$ cat config.mk
export PLATFORM = sky130hd
export DESIGN_NAME = gpin_event_dispatch
export DESIGN_NICKNAME = d
export VERILOG_FILES = /design/src/rtl/gpin_pkg.sv /design/src/rtl/gpin_sync.sv /design/src/rtl/gpin_edge.sv /design/src/rtl/gpin_decode.sv /design/src/rtl/gpin_wr_guard.sv /design/src/rtl/gpin_event_dispatch.sv
export SDC_FILE = /design/constraint.sdc
export NUM_CORES = 1
export LEC_CHECK = 0
export BUFFER_PORTS_ARGS = -buffer_cell sky130_fd_sc_hd__buf_2
export CAP_MARGIN = 20
export CORE_MARGIN = 10
export CORE_UTILIZATION = 30
export DETAILED_ROUTE_END_ITERATION = 12
export PLACE_DENSITY = 0.58
export SETUP_SLACK_MARGIN = 0.05
export SYNTH_ARGS = -nofsm -noshare
export SYNTH_HDL_FRONTEND = slang
export SYNTH_SLANG_ARGS = --single-unit
$ cat constraint.sdc
create_clock -name clk_i -period 3 [get_ports clk_i]
set_input_delay 0.3 -clock clk_i [delete_from_list [all_inputs] [get_ports clk_i]]
set_output_delay 0.3 -clock clk_i [all_outputs]
set_load 0.02 [all_outputs]
$ cat src/rtl/gpin_pkg.sv
package gpin_pkg;
  localparam int MODE_W = 4;

  localparam logic [MODE_W-1:0] MODE_FAULT = 4'b0010;
  localparam logic [MODE_W-1:0] MODE_IPWR  = 4'b0011;
  localparam logic [MODE_W-1:0] MODE_VPWR  = 4'b0100;
  localparam logic [MODE_W-1:0] MODE_PROT  = 4'b0101;
  localparam logic [MODE_W-1:0] MODE_CLR   = 4'b0111;
  localparam logic [MODE_W-1:0] MODE_LOAD  = 4'b1000;
  localparam logic [MODE_W-1:0] MODE_FGEN  = 4'b1001;
  localparam logic [MODE_W-1:0] MODE_MARG  = 4'b1010;
  localparam logic [MODE_W-1:0] MODE_RST   = 4'b1011;
  localparam logic [MODE_W-1:0] MODE_NVM   = 4'b1100;
  localparam logic [MODE_W-1:0] MODE_LOCK  = 4'b1101;

  typedef struct packed {
    logic rise;
    logic fall;
    logic lvl;
  } gpin_edge_t;

  function automatic logic mode_ok(input logic [MODE_W-1:0] m);
    case (m)
      MODE_FAULT, MODE_IPWR, MODE_VPWR, MODE_PROT, MODE_CLR, MODE_LOAD,
      MODE_FGEN, MODE_MARG, MODE_RST, MODE_NVM, MODE_LOCK: mode_ok = 1'b1;
      default: mode_ok = 1'b0;
    endcase
  endfunction
endpackage

$ cat src/rtl/gpin_sync.sv
module gpin_sync #(
  parameter int   STAGES  = 2,
  parameter logic RST_LVL = 1'b1
) (
  input  logic clk_i,
  input  logic rst_ni,
  input  logic d_i,
  output logic q_o
);
  logic [STAGES-1:0] chain_q;

  always_ff @(posedge clk_i or negedge rst_ni) begin
    if (!rst_ni) chain_q <= {STAGES{RST_LVL}};
    else         chain_q <= {chain_q[STAGES-2:0], d_i};
  end

  assign q_o = chain_q[STAGES-1];
endmodule

$ cat src/rtl/gpin_edge.sv
module gpin_edge
  import gpin_pkg::*;
#(
  parameter logic RST_LVL = 1'b1
) (
  input  logic              clk_i,
  input  logic              rst_ni,
  input  logic              lvl_i,
  input  logic              en_i,
  input  logic [MODE_W-1:0] mode_i,
  output gpin_edge_t        ev_o
);
  logic              prev_q;
  logic [MODE_W:0]   cfg_q;
  logic              cfg_chg;

  // a config change reloads the history and masks that cycle's edge
  assign cfg_chg = (cfg_q != {en_i, mode_i});

  always_ff @(posedge clk_i or negedge rst_ni) begin
    if (!rst_ni) begin
      prev_q <= RST_LVL;
      cfg_q  <= '0;
    end else begin
      prev_q <= lvl_i;
      cfg_q  <= {en_i, mode_i};
    end
  end

  assign ev_o.rise = lvl_i & ~prev_q & ~cfg_chg;
  assign ev_o.fall = ~lvl_i & prev_q & ~cfg_chg;
  assign ev_o.lvl  = lvl_i;

  assert_rise_single_R14: assert property (@(posedge clk_i) disable iff (!rst_ni)
    ev_o.rise |=> !ev_o.rise);
  assert_fall_single_R14: assert property (@(posedge clk_i) disable iff (!rst_ni)
    ev_o.fall |=> !ev_o.fall);
endmodule

$ cat src/rtl/gpin_decode.sv
module gpin_decode
  import gpin_pkg::*;
#(
  parameter int NCH = 4
) (
  input  logic              clk_i,
  input  logic              rst_ni,
  input  logic              en_i,
  input  logic [MODE_W-1:0] mode_i,
  input  logic [NCH-1:0]    ch_sel_i,
  input  logic [NCH-1:0]    sync_en_i,
  input  gpin_edge_t        ev_i,
  output logic              fault_o,
  output logic              prot_o,
  output logic              clr_o,
  output logic              rst_o,
  output logic              nvm_o,
  output logic              lock_o,
  output logic [NCH-1:0]    ipdn_o,
  output logic [NCH-1:0]    ipup_o,
  output logic [NCH-1:0]    vpdn_o,
  output logic [NCH-1:0]    vpup_o,
  output logic [NCH-1:0]    ldac_o,
  output logic [NCH-1:0]    fstop_o,
  output logic [NCH-1:0]    fstart_o,
  output logic [NCH-1:0]    mlo_o,
  output logic [NCH-1:0]    mhi_o
);
  localparam int NPULSE = 2 + 9 * NCH;

  logic              fault_d, prot_d, clr_d, rst_d, nvm_d, lock_d;
  logic              fault_q, prot_q, clr_q, rst_q, nvm_q, lock_q;
  logic [NCH-1:0]    ipdn_d, ipup_d, vpdn_d, vpup_d, ldac_d, fstop_d, fstart_d, mlo_d, mhi_d;
  logic [NCH-1:0]    ipdn_q, ipup_q, vpdn_q, vpup_q, ldac_q, fstop_q, fstart_q, mlo_q, mhi_q;
  logic [NCH-1:0]    fall_v, rise_v;
  logic [NPULSE-1:0] pulse_all;

  assign fall_v = {NCH{ev_i.fall}} & ch_sel_i;
  assign rise_v = {NCH{ev_i.rise}} & ch_sel_i;

  always_comb begin
    fault_d  = 1'b0;
    prot_d   = 1'b0;
    clr_d    = 1'b0;
    rst_d    = rst_q;
    nvm_d    = nvm_q;
    lock_d   = lock_q;
    ipdn_d   = '0;
    ipup_d   = '0;
    vpdn_d   = '0;
    vpup_d   = '0;
    ldac_d   = '0;
    fstop_d  = '0;
    fstart_d = '0;
    mlo_d    = '0;
    mhi_d    = '0;
    if (en_i) begin
      case (mode_i)
        MODE_FAULT: fault_d = ev_i.fall;
        MODE_IPWR: begin
          ipdn_d = fall_v;
          ipup_d = rise_v;
        end
        MODE_VPWR: begin
          vpdn_d = fall_v;
          vpup_d = rise_v;
        end
        MODE_PROT: prot_d = ev_i.fall;
        MODE_CLR:  clr_d  = ~ev_i.lvl;
        MODE_LOAD: ldac_d = fall_v & sync_en_i;
        MODE_FGEN: begin
          fstop_d  = fall_v;
          fstart_d = rise_v;
        end
        MODE_MARG: begin
          mlo_d = fall_v;
          mhi_d = rise_v;
        end
        MODE_RST: begin
          if (ev_i.fall)      rst_d = 1'b1;
          else if (ev_i.rise) rst_d = 1'b0;
        end
        MODE_NVM: begin
          if (ev_i.fall)      nvm_d = 1'b1;
          else if (ev_i.rise) nvm_d = 1'b0;
        end
        MODE_LOCK: begin
          if (ev_i.fall)      lock_d = 1'b0;
          else if (ev_i.rise) lock_d = 1'b1;
        end
        default: ;
      endcase
    end
  end

  always_ff @(posedge clk_i or negedge rst_ni) begin
    if (!rst_ni) begin
      fault_q  <= 1'b0;
      prot_q   <= 1'b0;
      clr_q    <= 1'b0;
      rst_q    <= 1'b0;
      nvm_q    <= 1'b0;
      lock_q   <= 1'b0;
      ipdn_q   <= '0;
      ipup_q   <= '0;
      vpdn_q   <= '0;
      vpup_q   <= '0;
      ldac_q   <= '0;
      fstop_q  <= '0;
      fstart_q <= '0;
      mlo_q    <= '0;
      mhi_q    <= '0;
    end else begin
      fault_q  <= fault_d;
      prot_q   <= prot_d;
      clr_q    <= clr_d;
      rst_q    <= rst_d;
      nvm_q    <= nvm_d;
      lock_q   <= lock_d;
      ipdn_q   <= ipdn_d;
      ipup_q   <= ipup_d;
      vpdn_q   <= vpdn_d;
      vpup_q   <= vpup_d;
      ldac_q   <= ldac_d;
      fstop_q  <= fstop_d;
      fstart_q <= fstart_d;
      mlo_q    <= mlo_d;
      mhi_q    <= mhi_d;
    end
  end

  assign pulse_all = {fault_q, prot_q, ipdn_q, ipup_q, vpdn_q, vpup_q,
                      ldac_q, fstop_q, fstart_q, mlo_q, mhi_q};

  assign fault_o  = fault_q;
  assign prot_o   = prot_q;
  assign clr_o    = clr_q;
  assign rst_o    = rst_q;
  assign nvm_o    = nvm_q;
  assign lock_o   = lock_q;
  assign ipdn_o   = ipdn_q;
  assign ipup_o   = ipup_q;
  assign vpdn_o   = vpdn_q;
  assign vpup_o   = vpup_q;
  assign ldac_o   = ldac_q;
  assign fstop_o  = fstop_q;
  assign fstart_o = fstart_q;
  assign mlo_o    = mlo_q;
  assign mhi_o    = mhi_q;

  assert_disabled_quiet_R1: assert property (@(posedge clk_i) disable iff (!rst_ni)
    !en_i |=> (pulse_all == '0) && !clr_q && $stable(rst_q) && $stable(nvm_q) && $stable(lock_q));
  assert_fault_pulse_R2: assert property (@(posedge clk_i) disable iff (!rst_ni)
    fault_q |=> !fault_q);
  assert_clr_mode_R6: assert property (@(posedge clk_i) disable iff (!rst_ni)
    clr_q |-> ($past(mode_i) == MODE_CLR) && $past(en_i));
  assert_ldac_gated_R7: assert property (@(posedge clk_i) disable iff (!rst_ni)
    (ldac_q & ~$past(ch_sel_i & sync_en_i)) == '0);
  assert_reset_source_R10: assert property (@(posedge clk_i) disable iff (!rst_ni)
    $rose(rst_q) |-> ($past(mode_i) == MODE_RST));
  assert_invalid_quiet_R13: assert property (@(posedge clk_i) disable iff (!rst_ni)
    !mode_ok(mode_i) |=> (pulse_all == '0) && !clr_q && $stable(rst_q) && $stable(nvm_q) && $stable(lock_q));
endmodule

$ cat src/rtl/gpin_wr_guard.sv
module gpin_wr_guard (
  input  logic locked_i,
  input  logic req_i,
  input  logic unlock_fld_i,
  input  logic reset_fld_i,
  input  logic from_i2c_i,
  output logic grant_o
);
  logic exempt;

  assign exempt  = unlock_fld_i | (reset_fld_i & from_i2c_i);
  assign grant_o = req_i & (~locked_i | exempt);
endmodule

$ cat src/rtl/gpin_event_dispatch.sv
module gpin_event_dispatch
  import gpin_pkg::*;
#(
  parameter int NCH         = 4,
  parameter int SYNC_STAGES = 2
) (
  input  logic              clk_i,
  input  logic              rst_ni,
  input  logic              pin_i,
  input  logic              in_en_i,
  input  logic [MODE_W-1:0] mode_i,
  input  logic [NCH-1:0]    ch_sel_i,
  input  logic [NCH-1:0]    sync_en_i,
  input  logic              wr_req_i,
  input  logic              wr_unlock_fld_i,
  input  logic              wr_reset_fld_i,
  input  logic              wr_from_i2c_i,
  output logic              wr_grant_o,
  output logic              fault_dump_o,
  output logic              protect_o,
  output logic              clr_o,
  output logic              reset_o,
  output logic              nvm_wr_allow_o,
  output logic              map_locked_o,
  output logic [NCH-1:0]    iout_pdn_o,
  output logic [NCH-1:0]    iout_pup_o,
  output logic [NCH-1:0]    vout_pdn_o,
  output logic [NCH-1:0]    vout_pup_o,
  output logic [NCH-1:0]    ldac_o,
  output logic [NCH-1:0]    fgen_stop_o,
  output logic [NCH-1:0]    fgen_start_o,
  output logic [NCH-1:0]    margin_lo_o,
  output logic [NCH-1:0]    margin_hi_o
);
  localparam logic IDLE_LVL = 1'b1;

  logic       pin_s;
  gpin_edge_t ev;

  gpin_sync #(.STAGES(SYNC_STAGES), .RST_LVL(IDLE_LVL)) u_sync (
    .clk_i (clk_i),
    .rst_ni(rst_ni),
    .d_i   (pin_i),
    .q_o   (pin_s)
  );

  gpin_edge #(.RST_LVL(IDLE_LVL)) u_edge (
    .clk_i (clk_i),
    .rst_ni(rst_ni),
    .lvl_i (pin_s),
    .en_i  (in_en_i),
    .mode_i(mode_i),
    .ev_o  (ev)
  );

  gpin_decode #(.NCH(NCH)) u_dec (
    .clk_i    (clk_i),
    .rst_ni   (rst_ni),
    .en_i     (in_en_i),
    .mode_i   (mode_i),
    .ch_sel_i (ch_sel_i),
    .sync_en_i(sync_en_i),
    .ev_i     (ev),
    .fault_o  (fault_dump_o),
    .prot_o   (protect_o),
    .clr_o    (clr_o),
    .rst_o    (reset_o),
    .nvm_o    (nvm_wr_allow_o),
    .lock_o   (map_locked_o),
    .ipdn_o   (iout_pdn_o),
    .ipup_o   (iout_pup_o),
    .vpdn_o   (vout_pdn_o),
    .vpup_o   (vout_pup_o),
    .ldac_o   (ldac_o),
    .fstop_o  (fgen_stop_o),
    .fstart_o (fgen_start_o),
    .mlo_o    (margin_lo_o),
    .mhi_o    (margin_hi_o)
  );

  gpin_wr_guard u_guard (
    .locked_i    (map_locked_o),
    .req_i       (wr_req_i),
    .unlock_fld_i(wr_unlock_fld_i),
    .reset_fld_i (wr_reset_fld_i),
    .from_i2c_i  (wr_from_i2c_i),
    .grant_o     (wr_grant_o)
  );

  assert_iout_selected_R3: assert property (@(posedge clk_i) disable iff (!rst_ni)
    ((iout_pdn_o | iout_pup_o) & ~$past(ch_sel_i)) == '0);
  assert_locked_refuse_R12: assert property (@(posedge clk_i) disable iff (!rst_ni)
    (map_locked_o && wr_req_i && !wr_unlock_fld_i && !(wr_reset_fld_i && wr_from_i2c_i)) |-> !wr_grant_o);
  assert_unlocked_pass_R12: assert property (@(posedge clk_i) disable iff (!rst_ni)
    (!map_locked_o && wr_req_i) |-> wr_grant_o);
endmodule

==> key figures, run 1 <==
Cells and area
  – Fin cells: 292
  – Nets@finish: 236
  – Commonest non-fill, non-tap cell in the layout: buf_2
  – Fill count: 604
  – Most frequent cells in the layout: 62 x buf_2, 47 x dfrtp_1, 18 x nor2_1
  – Final instance area: 2410 um^2
  – Antenna fix cells: 0
  – Share of layout cells above drive strength 1: 0.387
  – Layout area overhead: 27.0%

Clock network
  – CTS root buf: clkbuf_8
  – Worst skew pair latency: 0.31 ns
  – CTS tree: done
  – Max Root-Sink Buffers: 2
  – Post-CTS Repair Setup Buffers: 0
  – Hold-fix buffers, CTS: 0
  – TritonCTS Sinks: 50
  – Post_cts resized: 0
  – # H-tree levels: 2
  – CTS buffer count: 5
  – Clock-pin slew on the worst setup and hold paths: 0.09 ns

Flow run
  – Total of max-cap violations: 0

Routing
  – Routed wire per std cell: 15.7 um
  – Drt first pass iters: 4
  – DR vias: 1,304
  – Antenna viol nets, final: 0
  – Drt via density: between 4 and 5
  – WL final: 4580 um
  – DRT iter0 DRCs: 25
  – DRC viols: 0

Synthesis
  – Synth area leader: dfrtp_1
  – Sequential share of the synthesized area: 0.662
  – Syn Std Cell Area: 1890 um^2
  – Synth cell types: 31
  – FF+latch count, synth: 50
  – Synthesized area per cell: ~13 um^2
  – Async S/R FF share, synth: 1.00
  – Yosys warns: 0
  – EDFF count, synth: 0
  – Primary FF master, synth: dfrtp_1
  – Post-Synthesis Cells: roughly 150
  – Post-Syn Nets: roughly 170
  – Largest cells by area after synthesis: dfrtp_1 62%, and2_1 4.3%, dfstp_2 4.2%
  – Synth top area share: 0.621

STA
  – Crit share post-route: 0.513
  – Hold_ws: 0.0790 ns
  – Achievable Freq: 0.649 GHz
  – RSZ-0062 raised after global routing: no
  – Post-route setup TNS: 0 ns
  – Fin. max-slew vios: 0
  – Relative slew margins: 0.498
  – Final hold viol count: 0
  – Worst Tran Pin Value: 0.746 ns
  – Setup Skew: 0.00860 ns
  – Minimum clock period: 1.54 ns
  – Setup-failing EPs final: 0

Floorplan
  – Full die area: ~9900 um^2
  – Die Span Y: 99.5 um
  – Die width: 99.5 um
  – Initial Util: 0.314
  – Core area: about 6000 um^2
  – IO Pins: 63
  – Row cnt: 28

GRT
  – Global route total overflow: 0
  – GRT busiest layer: met2
  – Global-route wire length before repair: between 7000 and 8000 um
  – Vias in the first global route: 1,322
  – Met2 Use GR: 0.145
  – Total GRT Usage: 0.0923
  – Met1 GRT Util: 0.114
  – Initial antenna violation count: 0
  – GRT met3 Usage: 0.0311
  – Largest net degree at the start of global routing: 51

Worst setup path
  – CP Data Required Time: 3.25 ns
  – Critical Path AT: 1.79 ns
  – Endpoint type of the worst setup path: register
  – Crit Path Max Fanout: 4
  – CP Launch Type: register
  – Critical path class: register to register

Placement
  – Dpl cell area: approximately 2300 um^2
  – I/O Buffers: just over 60
  – Dpl hpwl: around 3500 um
  – Routability cong.: 0.743
  – Dpl cells: 282

Min path
  – Worst hold path type: primary input to register

Power
  – PwrDens: 515 nW/um^2
  – Total power: 1.24 mW
  – Max VDD drop: 188 uV
  – Lkg Pwr: 1.29 nW

Outcome
  – Status: completed
-- critical path: stages (launching register included) --
cell     delay (ns)
dfrtp_1        0.40
xnor2_1        0.26
nand4_1        0.29
nor3_2         0.36
and2_1         0.17
-- registers in the layout (all words and copies together) (netlist names), 2 cells and up --
name and flops:
u_dec.mlo_o 4, u_dec.ldac_o 4, u_dec.ipup_o 4, u_dec.fstart_o 4, u_dec.mhi_o 4, u_dec.ipdn_o 4, u_dec.vpdn_o 4, u_dec.vpup_o 4
u_edge.cfg_q 5, u_sync.chain_q 2, u_dec.fstop_o 4
-- cells in the mapped netlist, types with 2 or more instances --
master    number
o2bb2a_1       2
dfrtp_1       47
nor3_2         3
nor3_1         4
xnor2_1        2
nand2_1        9
buf_6          2
nor2b_1        2
and2_1        13
inv_1          4
nand4_1        2
nor2_1        18
nand3_1        8
buf_2          2
o31ai_1        2
xnor2_2        3
and3_1        10
dfstp_2        3
-- per-stage QoR --
| stage | util | setup slack (ns) |
|---|---|---|
| final | 0.399 | 1.46 |
| after global routing | 0.399 | 1.34 |
| after CTS | 0.394 | 1.49 |
| after detailed placement | 0.376 | 1.43 |
| after global placement | 0.376 | 1.45 |
| after floorplan | - | 1.61 |
-- kinds of logic (layout without fill, tap and decap cells) --
kind of cell | Yosys count | in the layout | share of synthesized area
buf+inv | 8 | 76 | 0.0251
xor+xnor | 5 | 5 | 0.0350
compound gates | 7 | 7 | 0.0291
simple gates | 79 | 79 | 0.248
flops | 50 | 50 | 0.662
-- area by class of cell --
cell class	count	area [um^2]	share of cell area
Timing Repair Buffer	64	340	0.141
Inverter	4	15.0	0.00624
Multi-Input combinational cell	91	592	0.246
Clock inverter	2	37.5	0.0156
Tap cell	75	93.8	0.0390
Clock buffer	6	72.6	0.0302
Sequential cell	50	1250	0.522
-- where the power goes --
group	switching, mW	internal, mW	leakage (nW)	total, mW
Clock	0.225	0.249	0.0514	0.474
Combinational	0.0502	0.0282	0.559	0.0785
Sequential	0.00533	0.681	0.677	0.686
-- routing by layer --
| metal | up-vias | wire length, um | part of all wire |
|---|---|---|---|
| met5 | - | 0 | 0 |
| met4 | 0 | 65 | 0.014 |
| met3 | 9 | 306 | 0.067 |
| met2 | 42 | 2170 | 0.47 |
| met1 | 621 | 2040 | 0.44 |
| li1 | 632 | - | - |
-- worst paths after layout --
path | start | endpoint | slack, ns | depth (start not counted)
setup / recovery | u_edge.cfg_q[3] | u_dec.vpup_o[0] | 1.46 | 4
hold / removal | pin_i | u_sync.chain_q[0] | 0.08 | 1
min in group asynchronous | rst_ni | u_dec.clr_o | 0.38 | 2
hold reg to reg | u_sync.chain_q[0] | u_sync.chain_q[1] | 0.36 | 0
max in group asynchronous | rst_ni | u_dec.vpup_o[0] | 2.13 | 3
setup reg to reg | u_edge.cfg_q[3] | u_dec.vpup_o[0] | 1.46 | 4
(Power assumes the default switching activity.)
==> inputs of run 2 (changes only) <==
- PLACE_DENSITY: 0.58 -> 0.6
- clock period: 3 -> 1.39 ns (I/O delays scaled with it)
==> run 2 against run 1 <==
Compared with the run above:
- sequential cell count unchanged
- clock skew down 0.0042 ns
- sequential share of layout area decreased by 5.2 points
- maximum frequency rose by 12%
- worst hold slack worse by 0.058 ns
- power grew 120%
- highest routed layer unchanged
- clock-buffer cell count unchanged
- non-clock buffer count rose by 17
- first-iteration DRC count up 12%
- critical endpoint is now u_dec.rst_o
- routed wire length rose by 2.4%
==> key figures, run 2 (synthesis gave the netlist of run 1 again) <==
STA
  – Crit share post-route: 0.992
  – Hold_ws: 0.0207 ns
  – Final hold viol count: 0
  – Post-route setup TNS: 0 ns
  – Fin. max-slew vios: 0
  – Setup-failing EPs final: 0
  – Setup Skew: 0.00443 ns
  – Worst Tran Pin Value: about 0.48 ns
  – Minimum clock period: 1.38 ns
  – Achievable Freq: 0.725 GHz
  – RSZ-0062 raised after global routing: yes
  – Relative slew margins: 0.681

Cells and area
  – Share of layout cells above drive strength 1: 0.517
  – Max reg flops: 5
  – Reg with most FFs: u_edge.cfg_q
  – Fill count: 592
  – Antenna fix cells: 0
  – Commonest non-fill, non-tap cell in the layout: buf_2
  – Nets@finish: 253
  – Most frequent cells in the layout: 62 x buf_2, 47 x dfrtp_1, 14 x nor2_1
  – Layout area overhead: 41.0%

Floorplan
  – Initial Util: 0.314
  – Die width: 99.5 um
  – Full die area: 9890 um^2
  – Core area: between 6000 and 7000 um^2
  – IO Pins: 63
  – Die Span Y: 99.5 um
  – Row cnt: 28

Routing
  – Drt first pass iters: 4
  – DR vias: 1,368
  – DRC viols: 0
  – DRT iter0 DRCs: 28
  – Drt via density: 4.43
  – Routed wire per std cell: 15.2 um
  – Antenna viol nets, final: 0
  – WL final: between 4000 and 5000 um

Clock network
  – Worst skew pair latency: ~0.3 ns
  – Clock-pin slew on the worst setup and hold paths: 0.09 ns
  – # H-tree levels: 2
  – CTS root buf: clkbuf_8
  – Max Root-Sink Buffers: 2
  – TritonCTS Sinks: 50
  – CTS buffer count: 5
  – CTS tree: done

Placement
  – Routability cong.: roughly 0.79
  – I/O Buffers: 62
  – Dpl hpwl: 3600 um

Worst setup path
  – CP Data Required Time: roughly 1.6 ns
  – Crit Path Max Fanout: 5
  – Critical Path AT: 1.57 ns
  – Critical path class: register to register
  – Crit path cell chain: xnor2_2 > nand3_4 > o31ai_2 > o2bb2a_1
  – Critical path's slowest cell: dfrtp_1
  – CP Launch Type: register
  – Worst Path Buf+Inv: 0
  – Peak per-stage delay on the critical path: 0.40 ns
  – Kind of cell adding the most delay to the critical path: compound AO/OA/AOI/OAI gates
  – Endpoint type of the worst setup path: register

GRT
  – Met2 Use GR: 0.152
  – Total GRT Usage: 0.0924
  – Global-route wire length before repair: between 7000 and 8000 um
  – Largest net degree at the start of global routing: 31
  – GRT met3 Usage: 0.0353
  – Global route total overflow: 0
  – Initial antenna violation count: 0
  – Met1 GRT Util: 0.107
  – GRT busiest layer: met2
  – Vias in the first global route: between 1,000 and 1,500

Flow run
  – Total of max-cap violations: 0

Outcome
  – Status: completed

Power
  – Lkg Pwr: 1.41 nW
  – PwrDens: 1020 nW/um^2
  – Max VDD drop: 412 uV

Min path
  – Worst hold path type: primary input to register
run 2: cell type report:
class / count / area, um^2 / share of cell area
multi-input combinational: 91 / 714 / 0.268
clock inverter: 2 / 37.5 / 0.0141
inverter: 4 / 15.0 / 0.00562
clock buffer: 6 / 72.6 / 0.0272
tap: 75 / 93.8 / 0.0351
timing repair buffer: 81 / 482 / 0.180
sequential: 50 / 1250 / 0.470
run 2: repair_timing:
action	4_1_cts	5_1_grt
hold endpoints to repair	18	0
hold buffers	2	0
setup endpoints to repair	36	41
resized for setup	4	26
pin swaps	4	16
buffers inserted	3	1
run 2: path summary, 6_finish.rpt:
| kind | from | endpoint | slack [ns] | cells after the start |
|---|---|---|---|---|
| max reg2reg | u_edge.cfg_q[4] | u_dec.rst_o | 0.01 | 4 |
| min in group asynchronous | rst_ni | u_dec.mhi_o[0] | 0.32 | 2 |
| min | in_en_i | u_edge.cfg_q[4] | 0.02 | 1 |
| min reg2reg | u_sync.chain_q[0] | u_sync.chain_q[1] | 0.36 | 0 |
| max | u_edge.cfg_q[4] | u_dec.rst_o | 0.01 | 4 |
| max in group asynchronous | rst_ni | u_dec.ldac_o[0] | 0.55 | 3 |
run 2: per-layer routing:
| layer | up-vias | routed length (um) |
|---|---|---|
| met5 | - | 0 |
| met3 | 4 | 354 |
| met2 | 43 | 2340 |
| met4 | 0 | 36 |
| li1 | 669 | - |
| met1 | 652 | 1960 |
run 2: report_power, final:
group / total, mW / switching (mW) / leakage [nW] / internal, mW
clock: 1.02 / 0.479 / 0.0514 / 0.537
sequential: 1.48 / 0.0112 / 0.677 / 1.47
combinational: 0.237 / 0.137 / 0.685 / 0.101
run 2: metrics by stage:
stage | power, mW | instance area (um^2) | std cells | utilization | setup WS, ns
after CTS | 2.73 | 2550 | 308 | 0.424 | 0.0172
after global placement | 1.70 | 2380 | 295 | 0.396 | -0.0131
after global routing | 2.85 | 2670 | 309 | 0.443 | -0.0774
final | 2.73 | 2670 | 309 | 0.443 | 0.0108
after floorplan | 1.60 | 1900 | 149 | - | 0.0500
after detailed placement | 1.70 | 2380 | 295 | 0.396 | -0.0663
